--- src/rtl/spi_menu_pkg.sv ---
package spi_menu_pkg;
  // register word offsets
  localparam logic [4:0] OFS_STAT = 5'd0;
  localparam logic [4:0] OFS_CTRL = 5'd1;
  localparam logic [4:0] OFS_ADDR = 5'd2;
  localparam logic [4:0] OFS_PREF = 5'd3;
  localparam logic [4:0] OFS_TYPE = 5'd4;
  localparam logic [4:0] OFS_MLO  = 5'd5;
  localparam logic [4:0] OFS_MHI  = 5'd6;

  typedef enum logic [2:0] {
    SQ_IDLE, SQ_PRE, SQ_GAP, SQ_OPC, SQ_ADR, SQ_DAT, SQ_TAIL
  } seq_st_e;
endpackage

--- src/rtl/spi_menu_shifter.sv ---
module spi_menu_shifter #(
  parameter int DIV = 2
) (
  input  logic       clk,
  input  logic       rst_n,
  input  logic       start,
  input  logic [7:0] tx_byte,
  input  logic       miso,
  output logic       done,
  output logic [7:0] rx_byte,
  output logic       sclk,
  output logic       mosi
);
  localparam int CW = (DIV > 1) ? $clog2(DIV) : 1;

  logic          act_q, sclk_q, done_q;
  logic [CW-1:0] div_q;
  logic [2:0]    bit_q;
  logic [7:0]    tx_q, rx_q;

  always_ff @(posedge clk or negedge rst_n) begin
    if (!rst_n) begin
      act_q <= 1'b0; sclk_q <= 1'b0; done_q <= 1'b0;
      div_q <= '0; bit_q <= '0; tx_q <= '0; rx_q <= '0;
    end else begin
      done_q <= 1'b0;
      if (!act_q) begin
        if (start) begin
          act_q <= 1'b1; tx_q <= tx_byte; bit_q <= '0; div_q <= '0;
        end
      end else if (div_q == CW'(DIV - 1)) begin
        div_q <= '0;
        if (!sclk_q) begin
          sclk_q <= 1'b1;
          rx_q   <= {rx_q[6:0], miso};
        end else begin
          sclk_q <= 1'b0;
          tx_q   <= {tx_q[6:0], 1'b0};
          bit_q  <= bit_q + 3'd1;
          if (bit_q == 3'd7) begin
            act_q  <= 1'b0;
            done_q <= 1'b1;
          end
        end
      end else begin
        div_q <= div_q + CW'(1);
      end
    end
  end

  assign done    = done_q;
  assign rx_byte = rx_q;
  assign sclk    = sclk_q;
  assign mosi    = tx_q[7];

  // the sequencer never launches a byte over one in flight
  a_r2_no_overlap: assert property (@(posedge clk) disable iff (!rst_n)
    start |-> !act_q);
  // a clock edge only appears while a byte is shifting
  a_r2_clock_only_active: assert property (@(posedge clk) disable iff (!rst_n)
    $rose(sclk_q) |-> $past(act_q));
endmodule

--- src/rtl/spi_menu_seq.sv ---
module spi_menu_seq
  import spi_menu_pkg::*;
#(
  parameter int DIV  = 2,
  parameter int BI_W = 6
) (
  input  logic            clk,
  input  logic            rst_n,
  input  logic            go,
  input  logic            pre_en,
  input  logic [7:0]      pre_op,
  input  logic [7:0]      opcode,
  input  logic [1:0]      otype,
  input  logic [23:0]     addr,
  input  logic            dat_en,
  input  logic [BI_W-1:0] last_idx,
  input  logic            sh_done,
  input  logic [7:0]      rx_byte,
  input  logic [7:0]      buf_byte,
  output logic            sh_start,
  output logic [7:0]      sh_tx,
  output logic            cs_n,
  output logic [BI_W-1:0] byte_idx,
  output logic            wr_en,
  output logic [7:0]      wr_byte,
  output logic            finish
);
  localparam int GAP_LAST = 2 * DIV - 1;
  localparam int GW       = $clog2(2 * DIV + 1);

  seq_st_e         st_q;
  logic            pend_q, cs_q, fin_q, pre_q_en, dat_q;
  logic [7:0]      pre_q, op_q;
  logic [1:0]      ty_q, ab_q;
  logic [23:0]     ad_q;
  logic [BI_W-1:0] idx_q, last_q;
  logic [GW-1:0]   gcnt_q;

  always_comb begin
    unique case (st_q)
      SQ_PRE:  sh_tx = pre_q;
      SQ_OPC:  sh_tx = op_q;
      SQ_ADR:  sh_tx = (ab_q == 2'd0) ? ad_q[23:16] :
                       (ab_q == 2'd1) ? ad_q[15:8] : ad_q[7:0];
      SQ_DAT:  sh_tx = ty_q[0] ? buf_byte : 8'h00;
      default: sh_tx = 8'h00;
    endcase
  end

  assign sh_start = pend_q;
  assign cs_n     = cs_q;
  assign finish   = fin_q;
  assign byte_idx = idx_q;
  assign wr_en    = (st_q == SQ_DAT) && sh_done && !ty_q[0];
  assign wr_byte  = rx_byte;

  always_ff @(posedge clk or negedge rst_n) begin
    if (!rst_n) begin
      st_q <= SQ_IDLE; pend_q <= 1'b0; cs_q <= 1'b1; fin_q <= 1'b0;
      pre_q_en <= 1'b0; dat_q <= 1'b0; pre_q <= '0; op_q <= '0;
      ty_q <= '0; ab_q <= '0; ad_q <= '0; idx_q <= '0; last_q <= '0;
      gcnt_q <= '0;
    end else begin
      pend_q <= 1'b0;
      fin_q  <= 1'b0;
      unique case (st_q)
        SQ_IDLE: if (go) begin
          pre_q_en <= pre_en; pre_q <= pre_op; op_q <= opcode; ty_q <= otype;
          ad_q <= addr; dat_q <= dat_en; last_q <= last_idx;
          cs_q <= 1'b0; pend_q <= 1'b1;
          st_q <= pre_en ? SQ_PRE : SQ_OPC;
        end
        SQ_PRE: if (sh_done) begin
          cs_q <= 1'b1; gcnt_q <= '0; st_q <= SQ_GAP;
        end
        SQ_GAP: if (gcnt_q == GW'(GAP_LAST)) begin
          cs_q <= 1'b0; pend_q <= 1'b1; st_q <= SQ_OPC;
        end else gcnt_q <= gcnt_q + GW'(1);
        SQ_OPC: if (sh_done) begin
          if (ty_q[1]) begin
            st_q <= SQ_ADR; ab_q <= '0; pend_q <= 1'b1;
          end else if (dat_q) begin
            st_q <= SQ_DAT; idx_q <= '0; pend_q <= 1'b1;
          end else begin
            st_q <= SQ_TAIL; gcnt_q <= '0;
          end
        end
        SQ_ADR: if (sh_done) begin
          if (ab_q != 2'd2) begin
            ab_q <= ab_q + 2'd1; pend_q <= 1'b1;
          end else if (dat_q) begin
            st_q <= SQ_DAT; idx_q <= '0; pend_q <= 1'b1;
          end else begin
            st_q <= SQ_TAIL; gcnt_q <= '0;
          end
        end
        SQ_DAT: if (sh_done) begin
          if (idx_q == last_q) begin
            st_q <= SQ_TAIL; gcnt_q <= '0;
          end else begin
            idx_q <= idx_q + BI_W'(1); pend_q <= 1'b1;
          end
        end
        SQ_TAIL: if (gcnt_q == GW'(GAP_LAST)) begin
          cs_q <= 1'b1; fin_q <= 1'b1; st_q <= SQ_IDLE;
        end else gcnt_q <= gcnt_q + GW'(1);
        default: st_q <= SQ_IDLE;
      endcase
    end
  end

  // the frame between prefix and main command keeps chip select high
  a_r7_gap_deselected: assert property (@(posedge clk) disable iff (!rst_n)
    (st_q == SQ_GAP) |-> cs_n);
endmodule

--- src/rtl/spi_menu_engine.sv ---
module spi_menu_engine
  import spi_menu_pkg::*;
#(
  parameter int CLK_DIV   = 2,
  parameter int BUF_WORDS = 16,
  parameter int MENU_N    = 8
) (
  input  logic        clk,
  input  logic        rst_n,
  input  logic        reg_we,
  input  logic [4:0]  reg_addr,
  input  logic [31:0] reg_wdata,
  output logic [31:0] reg_rdata,
  output logic        spi_sclk,
  output logic        spi_cs_n,
  output logic        spi_mosi,
  input  logic        spi_miso
);
  localparam int BI_W = $clog2(BUF_WORDS * 4);
  localparam int BW_W = $clog2(BUF_WORDS);
  localparam int MI_W = $clog2(MENU_N);

  logic busy_q, done_q, err_q, lock_q;
  logic pre_q, dat_q;
  logic [MI_W-1:0] idx_q;
  logic [BI_W-1:0] cnt_q;
  logic [23:0] addr_q;
  logic [7:0]  preop_q;
  logic [15:0] types_q;
  logic [7:0]  menu_q [MENU_N];
  logic [31:0] buf_q  [BUF_WORDS];

  // control-word decode
  logic            wr_stat, wr_ctrl, go_req, go_ok, range_bad, seq_go;
  logic [MI_W-1:0] sel_idx;
  logic [1:0]      sel_ty;
  logic [BI_W-1:0] sel_last;
  logic [24:0]     span_end;

  assign wr_stat  = reg_we && (reg_addr == OFS_STAT);
  assign wr_ctrl  = reg_we && (reg_addr == OFS_CTRL);
  assign go_req   = wr_ctrl && reg_wdata[1];
  assign go_ok    = go_req && !busy_q;
  assign sel_idx  = reg_wdata[4 +: MI_W];
  assign sel_ty   = types_q[{sel_idx, 1'b0} +: 2];
  assign sel_last = reg_wdata[8 +: BI_W];
  assign span_end = {1'b0, addr_q} + 25'(sel_last) + 25'd1;
  assign range_bad = reg_wdata[14] && sel_ty[1] && (span_end > 25'h100_0000);
  assign seq_go   = go_ok && !range_bad;

  // sequencer and shifter
  logic            sh_start, sh_done, seq_wr, seq_fin;
  logic [7:0]      sh_tx, rx_byte, wr_byte, buf_byte;
  logic [BI_W-1:0] byte_idx;

  assign buf_byte = buf_q[byte_idx[BI_W-1:2]][{byte_idx[1:0], 3'b000} +: 8];

  spi_menu_seq #(.DIV(CLK_DIV), .BI_W(BI_W)) seq_i (
    .clk(clk), .rst_n(rst_n), .go(seq_go), .pre_en(reg_wdata[3]),
    .pre_op(preop_q), .opcode(menu_q[sel_idx]), .otype(sel_ty),
    .addr(addr_q), .dat_en(reg_wdata[14]), .last_idx(sel_last),
    .sh_done(sh_done), .rx_byte(rx_byte), .buf_byte(buf_byte),
    .sh_start(sh_start), .sh_tx(sh_tx), .cs_n(spi_cs_n),
    .byte_idx(byte_idx), .wr_en(seq_wr), .wr_byte(wr_byte), .finish(seq_fin)
  );

  spi_menu_shifter #(.DIV(CLK_DIV)) shf_i (
    .clk(clk), .rst_n(rst_n), .start(sh_start), .tx_byte(sh_tx),
    .miso(spi_miso), .done(sh_done), .rx_byte(rx_byte),
    .sclk(spi_sclk), .mosi(spi_mosi)
  );

  // status and configuration registers
  always_ff @(posedge clk or negedge rst_n) begin
    if (!rst_n) begin
      busy_q <= 1'b0; done_q <= 1'b0; err_q <= 1'b0; lock_q <= 1'b0;
      pre_q <= 1'b0; dat_q <= 1'b0; idx_q <= '0; cnt_q <= '0;
      addr_q <= '0; preop_q <= '0; types_q <= '0;
      for (int i = 0; i < MENU_N; i++) menu_q[i] <= '0;
    end else begin
      if (wr_stat) begin
        if (reg_wdata[1])  done_q <= 1'b0;
        if (reg_wdata[2])  err_q  <= 1'b0;
        if (reg_wdata[15]) lock_q <= 1'b1;
      end
      if (wr_ctrl && !busy_q) begin
        pre_q <= reg_wdata[3]; dat_q <= reg_wdata[14];
        idx_q <= sel_idx; cnt_q <= sel_last;
      end
      if (seq_go) busy_q <= 1'b1;
      if (go_ok && range_bad) err_q <= 1'b1;
      if (seq_fin) begin
        busy_q <= 1'b0; done_q <= 1'b1;
      end
      if (reg_we && reg_addr == OFS_ADDR) addr_q <= reg_wdata[23:0];
      if (!lock_q && reg_we) begin
        if (reg_addr == OFS_PREF) preop_q <= reg_wdata[7:0];
        if (reg_addr == OFS_TYPE) types_q <= reg_wdata[15:0];
        if (reg_addr == OFS_MLO)
          for (int i = 0; i < MENU_N / 2; i++) menu_q[i] <= reg_wdata[8*i +: 8];
        if (reg_addr == OFS_MHI)
          for (int i = 0; i < MENU_N / 2; i++) menu_q[i + MENU_N/2] <= reg_wdata[8*i +: 8];
      end
    end
  end

  // data buffer: the engine's receive writes take priority over the host
  always_ff @(posedge clk or negedge rst_n) begin
    if (!rst_n) begin
      for (int w = 0; w < BUF_WORDS; w++) buf_q[w] <= '0;
    end else if (seq_wr) begin
      buf_q[byte_idx[BI_W-1:2]][{byte_idx[1:0], 3'b000} +: 8] <= wr_byte;
    end else if (reg_we && reg_addr[4]) begin
      buf_q[reg_addr[BW_W-1:0]] <= reg_wdata;
    end
  end

  always_comb begin
    reg_rdata = '0;
    unique case (reg_addr)
      OFS_STAT: reg_rdata = {16'd0, lock_q, 12'd0, err_q, done_q, busy_q};
      OFS_CTRL: reg_rdata = {17'd0, dat_q, 8'(cnt_q), 1'b0, 3'(idx_q), pre_q, 3'd0};
      OFS_ADDR: reg_rdata = {8'd0, addr_q};
      OFS_PREF: reg_rdata = {24'd0, preop_q};
      OFS_TYPE: reg_rdata = {16'd0, types_q};
      OFS_MLO:  reg_rdata = {menu_q[3], menu_q[2], menu_q[1], menu_q[0]};
      OFS_MHI:  reg_rdata = {menu_q[7], menu_q[6], menu_q[5], menu_q[4]};
      default:  if (reg_addr[4]) reg_rdata = buf_q[reg_addr[BW_W-1:0]];
    endcase
  end

  // the bus is only selected while a command is running
  a_r8_select_implies_busy: assert property (@(posedge clk) disable iff (!rst_n)
    !spi_cs_n |-> busy_q);
  // the clock rests low whenever the device is deselected
  a_r2_idle_clock_low: assert property (@(posedge clk) disable iff (!rst_n)
    spi_cs_n |-> !spi_sclk);
  // a go during a running command neither ends nor replaces it
  a_r9_busy_go_dropped: assert property (@(posedge clk) disable iff (!rst_n)
    (busy_q && go_req && !seq_fin) |=> (busy_q && $stable(idx_q)));
  // a refused command leaves the bus deselected
  a_r10_refused_quiet: assert property (@(posedge clk) disable iff (!rst_n)
    (go_ok && range_bad) |=> (spi_cs_n && !busy_q));
  // lock holds until reset and freezes the menu
  a_r11_lock_sticky: assert property (@(posedge clk) disable iff (!rst_n)
    lock_q |=> lock_q);
  a_r11_menu_frozen: assert property (@(posedge clk) disable iff (!rst_n)
    (lock_q && reg_we && reg_addr == OFS_MLO) |=> $stable(menu_q[0]));
endmodule

--- config.mk ---
export PLATFORM = sky130hd
export DESIGN_NAME = spi_menu_engine
export DESIGN_NICKNAME = d
export VERILOG_FILES = /design/src/rtl/spi_menu_pkg.sv /design/src/rtl/spi_menu_shifter.sv /design/src/rtl/spi_menu_seq.sv /design/src/rtl/spi_menu_engine.sv
export SDC_FILE = /design/constraint.sdc
export NUM_CORES = 2
export LEC_CHECK = 0
export BUFFER_PORTS_ARGS = -buffer_cell sky130_fd_sc_hd__buf_2
export CORE_MARGIN = 2
export CORE_UTILIZATION = 55
export DETAILED_ROUTE_END_ITERATION = 7
export PLACE_DENSITY = 0.71
export SYNTH_ARGS = -nofsm -noshare
export SYNTH_HDL_FRONTEND = slang
export SYNTH_SLANG_ARGS = --single-unit
export TNS_END_PERCENT = 50
--- constraint.sdc ---
create_clock -name clk -period 8.1 [get_ports clk]
set_input_delay 0.81 -clock clk [delete_from_list [all_inputs] [get_ports clk]]
set_output_delay 0.81 -clock clk [all_outputs]
set_load 0.05 [all_outputs]
## Word level (Yosys, flattened, before mapping)

Cells that the tools add are included.

| storage, ports and cells | value |
|---|---|
| flip-flop bits (word level) | 728 |
| bits in latches | 0 |
| bits in writable memories | 0 |
| memory bits (read-only) | 0 |
| input port bits | 41 |
| output and inout bits | 35 |
| logic and storage cells | 265 |
| memories kept | 0 |

| cells by class | value |
|---|---|
| add/sub/neg operators | 8 |
| multiply operators | 0 |
| divide/modulo/power cells | 0 |
| magnitude comparators | 6 |
| eq/ne operators | 33 |
| shift operators | 4 |
| multiplexer cells | 104 |
| bitwise logic cells | 4 |
| reduce and logical (&&, ||, !) cells | 51 |

Operators by type and width:

| kind | count |
|---|---|
| bitwise mux 512 bit | 2 |
| 2-to-1 mux 512 bit | 2 |
| binary-select mux 32 bit (select 4 bit) | 2 |
| demux 32 bit (select 4 bit) | 2 |
| 2-to-1 mux 32 bit | 7 |
| case mux 32 bit (7 select lines) | 1 |
| 2-to-1 mux 8 bit | 9 |
| 2-to-1 mux 3 bit | 23 |
| 2-to-1 mux 6 bit | 7 |
| 2-to-1 mux 1 bit | 35 |
| case mux 8 bit (4 select lines) | 1 |
| variable shift 8 x 7 -> 32 bit, first input constant | 1 |
| variable part select 32 x 6 -> 8 bit | 1 |
| variable part select 8 x 7 -> 32 bit | 1 |
| adder 24 x 6 -> 25 bit | 1 |
| adder 25 x 1 -> 25 bit, second input constant | 1 |
| greater-than comparator 25 bit, second input constant | 1 |
| binary-select mux 8 bit (select 3 bit) | 1 |
| case mux 3 bit (7 select lines) | 1 |
| inequality test 2 bit, second input constant | 9 |
| case mux 6 bit (3 select lines) | 1 |
| AND reduction 2 bit | 9 |
| AND reduction 9 bit | 2 |
| logical AND 1 bit | 16 |
| 38 further kinds | 74 |

## Depth between registers and ports, before layout

| logic depth | value |
|---|---|
| depth in word-level cells | 9 |
| depth in mapped cells | 15 |
| depth with buffers taken out | 12 |

## Cells and area by module

From an unflattened synthesis, not the netlist that was laid out.

| unflattened totals | value |
|---|---|
| cells, all modules | 3,600 |
| area total of the unflattened synthesis | 41,783.8 um2 |

Modules (own cells, without submodules):

| module | times used | cells an instance | area an instance (um2) | sequential area each (um2) |
|---|---|---|---|---|
| spi_menu_engine | 1 | 3,210 | 37,275.8 | 15,990.3 |
| spi_menu_seq | 1 | 306 | 3,418.3 | 1,652.8 |
| spi_menu_shifter | 1 | 84 | 1,089.8 | 575.6 |

## Least setup slack after synthesis

Ideal clock, no wire load.

| timing path | value |
|---|---|
| path kind | input -> output |
| start | input port reg_addr[0] |
| end | output port reg_rdata[31] |
| data arrival time | 3,465 ps |
| data required time | 7,290 ps |
| setup slack | 3,825 ps |
| stages on the path | 7 |
| buffers on the path | 3 |
| path through | clkbuf_1 > buf_2 > buf_1 > mux4_2 > mux4_2 > nand2_1 > o21ai_0 |

| on the way | value |
|---|---|
| longest elaborated chain between the ends | 6 |
| elaborated cells between the ends (all ways) | 13 |
| those cells by class | 6 x eq/ne; 5 x mux; 1 x bitwise; 1 x reduce/logical |

Ends and longest elaborated chain:

| element | RTL line | RTL |
|---|---|---|
| start, declared | spi_menu_engine.sv:11 | `input logic [4:0] reg_addr,` |
| inverter 4 -> 5 bit (not written as such) | spi_menu_engine.sv:128 | `default: if (reg_addr[4]) reg_rdata = buf_q[reg_addr[BW_W-1:0]];` |
| binary-select mux 32 bit (select 4 bit) | spi_menu_engine.sv:128 |  |
| 2-to-1 mux 32 bit (not written as such) (2 in a row) | spi_menu_engine.sv:128 |  |
| 2-to-1 mux 32 bit | spi_menu_engine.sv:128 |  |
| case mux 32 bit (7 select lines) * | spi_menu_engine.sv:120 | `unique case (reg_addr)` |
| end, declared | spi_menu_engine.sv:13 | `output logic [31:0] reg_rdata,` |

Mark *: on every way between the ends. The rest lies on a longest branch, timed or not. The select of a mux whose other input is x is not followed.

## Worst setup path after layout

| timing path | value |
|---|---|
| start | input port reg_addr[2] |
| end | output port reg_rdata[5] |

The elaborated chain is that of the path after synthesis.

==> impl_metrics.py <==
metrics = {
    "timing": {
        "finalMaxSlewViolations": 0,
        "hold_viol": 0,
        "relSlewSlack_pct": 11.2,
        "final.period_utilization_pct": 62.8,
        "finalCriticalPeriod_ns": 5.09,
        "finalSetupViolCount": 0,
        "worst_hold_slack_ns": 0.110,
        "worst_pin_slew_ns": 1.32,
        "worst_clock_skew_ns": 0.0343,
        "finalSetupTns_ns": 0,
        "rsz0062_at_grt": "no",
        "fmax_mhz": 197,
    },
    "floorplanning": {
        "die_h_um": 284,
        "dieArea_sq_um": 80600,
        "core-area_sq_um": 77500,
        "die_width_um": 284,
        "ios": 76,
        "fp-row-count": 102,
        "start_util_pct": 55.6,
    },
    "cts": {
        "cts_root_buffer": "clkbuf_16",
        "cts-resized-gates": 0,
        "cts_tree": "built",
        "cts_buffer_depth": 3,
        "insertion_delay_ns": 0.67,
        "cts.clk_slew.worst_paths_ns": 0.05,
        "clock-sinks": 728,
        "cts-htree-levels": 3,
        "post-cts-setup-buffers": 0,
        "cts_hold_buf": 0,
        "cts_buffers": 83,
    },
    "yosys": {
        "post_synth_and_or_nand_nor_area_fraction_pct": 7.28,
        "synth_cell_types": 76,
        "syn_inst": 3710,
        "synthArstFlopShare_pct": 100,
        "ys.flop_type": "dfrtp_1",
        "synth_edf_count": 0,
        "ys_seq_area_share_pct": 42.3,
        "synth_seq_cells": 728,
        "yosysWarnings": 0,
        "synth_top_area_share_pct": 42.2,
        "synth_compound_area_share_pct": 21.7,
        "yosys.area.top_type": "dfrtp_1",
        "syn_area_per_cell_sq_um": 11.6,
        "synth_fp_nets": 3771,
        "muxShareOfSynthArea_pct": 23.9,
        "synthAdderAreaFrac_pct": 0.598,
        "synth_top_family_by_area": "multiplexers",
        "netlist_area_sq_um": 43100,
        "synthTopCellsByArea": "dfrtp_1 (42%), mux4_2 (18%), o221ai_1 (5.1%)",
        "synth_xor_area_share_pct": 0.264,
    },
    "final_layout": {
        "areaGrowthSynthToFinish_pct": 9.03,
        "final_cell_mix": "dfrtp_1 (723), nand2_1 (448), mux4_2 (344), o21ai_0 (269), o21a_1 (256)",
        "final_util_pct": 60.6,
        "nets": 3644,
        "final_layout_size_suffix_gt1_share_pct": 25.2,
        "final_common_cell": "dfrtp_1",
    },
    "place": {
        "dp_hpwl_um": 105000,
        "portBuffers": 75,
        "gp_congestion": 0.969,
    },
    "pwr": {
        "clockPowerShare_pct": 37.3,
        "switchingPower_mw": 3.11,
        "switching_share_pct": 29.7,
        "power_density_nw_per_um2": 223,
        "power.internal_mw": 7.35,
        "irDropWorstVdd_mv": 0.156,
        "p_comb_share_pct": 18.1,
        "p_seq_share_pct": 44.6,
        "p_leak_nw": 17.6,
    },
    "job": {
        "maxCapViolCount": 0,
    },
    "setup_path": {
        "worstPathRequired_ns": 7.29,
        "worst_setup_path_end_kind": "output pin",
        "cp-start-kind": "input port",
        "worst-setup-path-type": "input port to output pin",
        "cp_max_fo": 41,
        "arrival_ns": 4.28,
    },
    "global_route": {
        "grt_usage_pct": 40.1,
        "grt_pass1_vias": 35334,
        "antenna_found_initial": 6,
        "grt_max_degree": 164,
        "grt.overflow.total": 0,
        "grt_pass1_wl_um": 240000,
    },
    "drt": {
        "wl_um": 162000,
        "routed-via-count": 36396,
        "drcViolationCount": 0,
        "wl_per_cell_um": 34.5,
        "dr.pass1.iters": 6,
        "ant_nets": 0,
        "via_per_inst": 7.76,
        "dr.first_iter.drc_count": 5326,
    },
    "worst_hold_path": {
        "min_path_type": "input port to async pin",
    },
    "run_status": {
        "status": "finished, final reports clean",
    },
}
-- critical path, stage by stage --
cell,delay (ns)
buf_2,0.08
buf_4,0.69
nor2b_1,0.52
nand2_1,0.13
nor2_1,0.99
a221oi_1,0.33
o21ai_0,0.31
buf_2,0.35
-- flip-flops by register name (all words and copies together) (netlist names), 8 cells and up --
signal	cells
menu_q	64
shf_i.rx_byte	8
seq_i.op_q	8
seq_i.pre_q	8
types_q	16
addr_q	24
shf_i.tx_q	8
seq_i.ad_q	24
buf_q	512
preop_q	8
-- kinds of logic after synthesis --
kind of cell | Yosys count
xor gates and xnor gates | 13
and+or+nand+nor | 735
buffers and inverters | 413
adders and majority gates | 20
DFF | 728
muxes | 558
AOI/OAI and AO/OA | 1243
-- through the flow --
step / cells / setup slack, ns / cell area (sq um) / power (mW)
5_1_grt: 4689 / 2.94 / 47000 / 10.7
3_5_place_dp: 4538 / 3.09 / 44200 / 6.53
3_3_place_gp: 4538 / 3.13 / 44200 / 6.46
2_1_floorplan: 3710 / 3.83 / 43100 / 5.80
4_1_cts: 4689 / 3.09 / 47000 / 10.4
6_report: 4692 / 3.01 / 47000 / 10.5
-- cells in the mapped netlist (all sizes together), types with 14 or more instances --
library cell and instances:
a21oi 28, a221oi 19, a22oi 40, a31oi 19, a32oi 30, and2 14, and3 18, buf 115
clkbuf 276, dfrtp 727, ha 19, inv 22, mux2 190, mux2i 24, mux4 344, nand2 449
nand3 74, nor2 101, nor3 22, o21a 256, o21ai 272, o221a 24, o221ai 251, o22a 200
o22ai 36
-- worst paths after layout --
kind | from | end | slack, ns | cells after the start
max | reg_addr[2] | reg_rdata[5] | 3.01 | 8
max in group asynchronous | rst_n | buf_q[506] | 5.91 | 3
min in group clk | spi_miso | shf_i.rx_byte[0] | 0.42 | 2
max reg2reg | seq_i.byte_idx[2] | shf_i.tx_q[5] | 3.42 | 8
min | rst_n | buf_q[487] | 0.11 | 1
min reg2reg | lock_q | lock_q | 0.49 | 1
-- area by class of cell --
type | instances | area (sq um)
Inverter | 22 | 82.6
Timing Repair Buffer | 179 | 1220
Tap cell | 1040 | 1300
Clock buffer | 123 | 2470
Antenna cell | 3 | 7.51
Clock inverter | 28 | 332
Sequential cell | 728 | 18200
Multi-Input combinational cell | 2569 | 23300
Fill cell | 6165 | 30500
-- routing by layer --
metal | vias up | share of wire (%) | GRT usage, %
li1 | 14406 | - | -
met1 | 18229 | 36 | 52.5
met2 | 2956 | 42 | 56.0
met3 | 799 | 14 | 14.6
met4 | 6 | 8.2 | 26.3
met5 | - | 0.034 | 0.476
-- power by group through the flow --
| stage | registers [mW] | logic (mW) | clock network (mW) |
|---|---|---|---|
| floorplan | 4.46 | 1.34 | 0 |
| global placement | 4.67 | 1.80 | 0 |
| detailed placement | 4.69 | 1.84 | 0 |
| CTS | 4.63 | 1.84 | 3.89 |
| global route | 4.71 | 1.97 | 4.04 |
| finish | 4.66 | 1.89 | 3.90 |
Power figures use the tool's default switching activity.
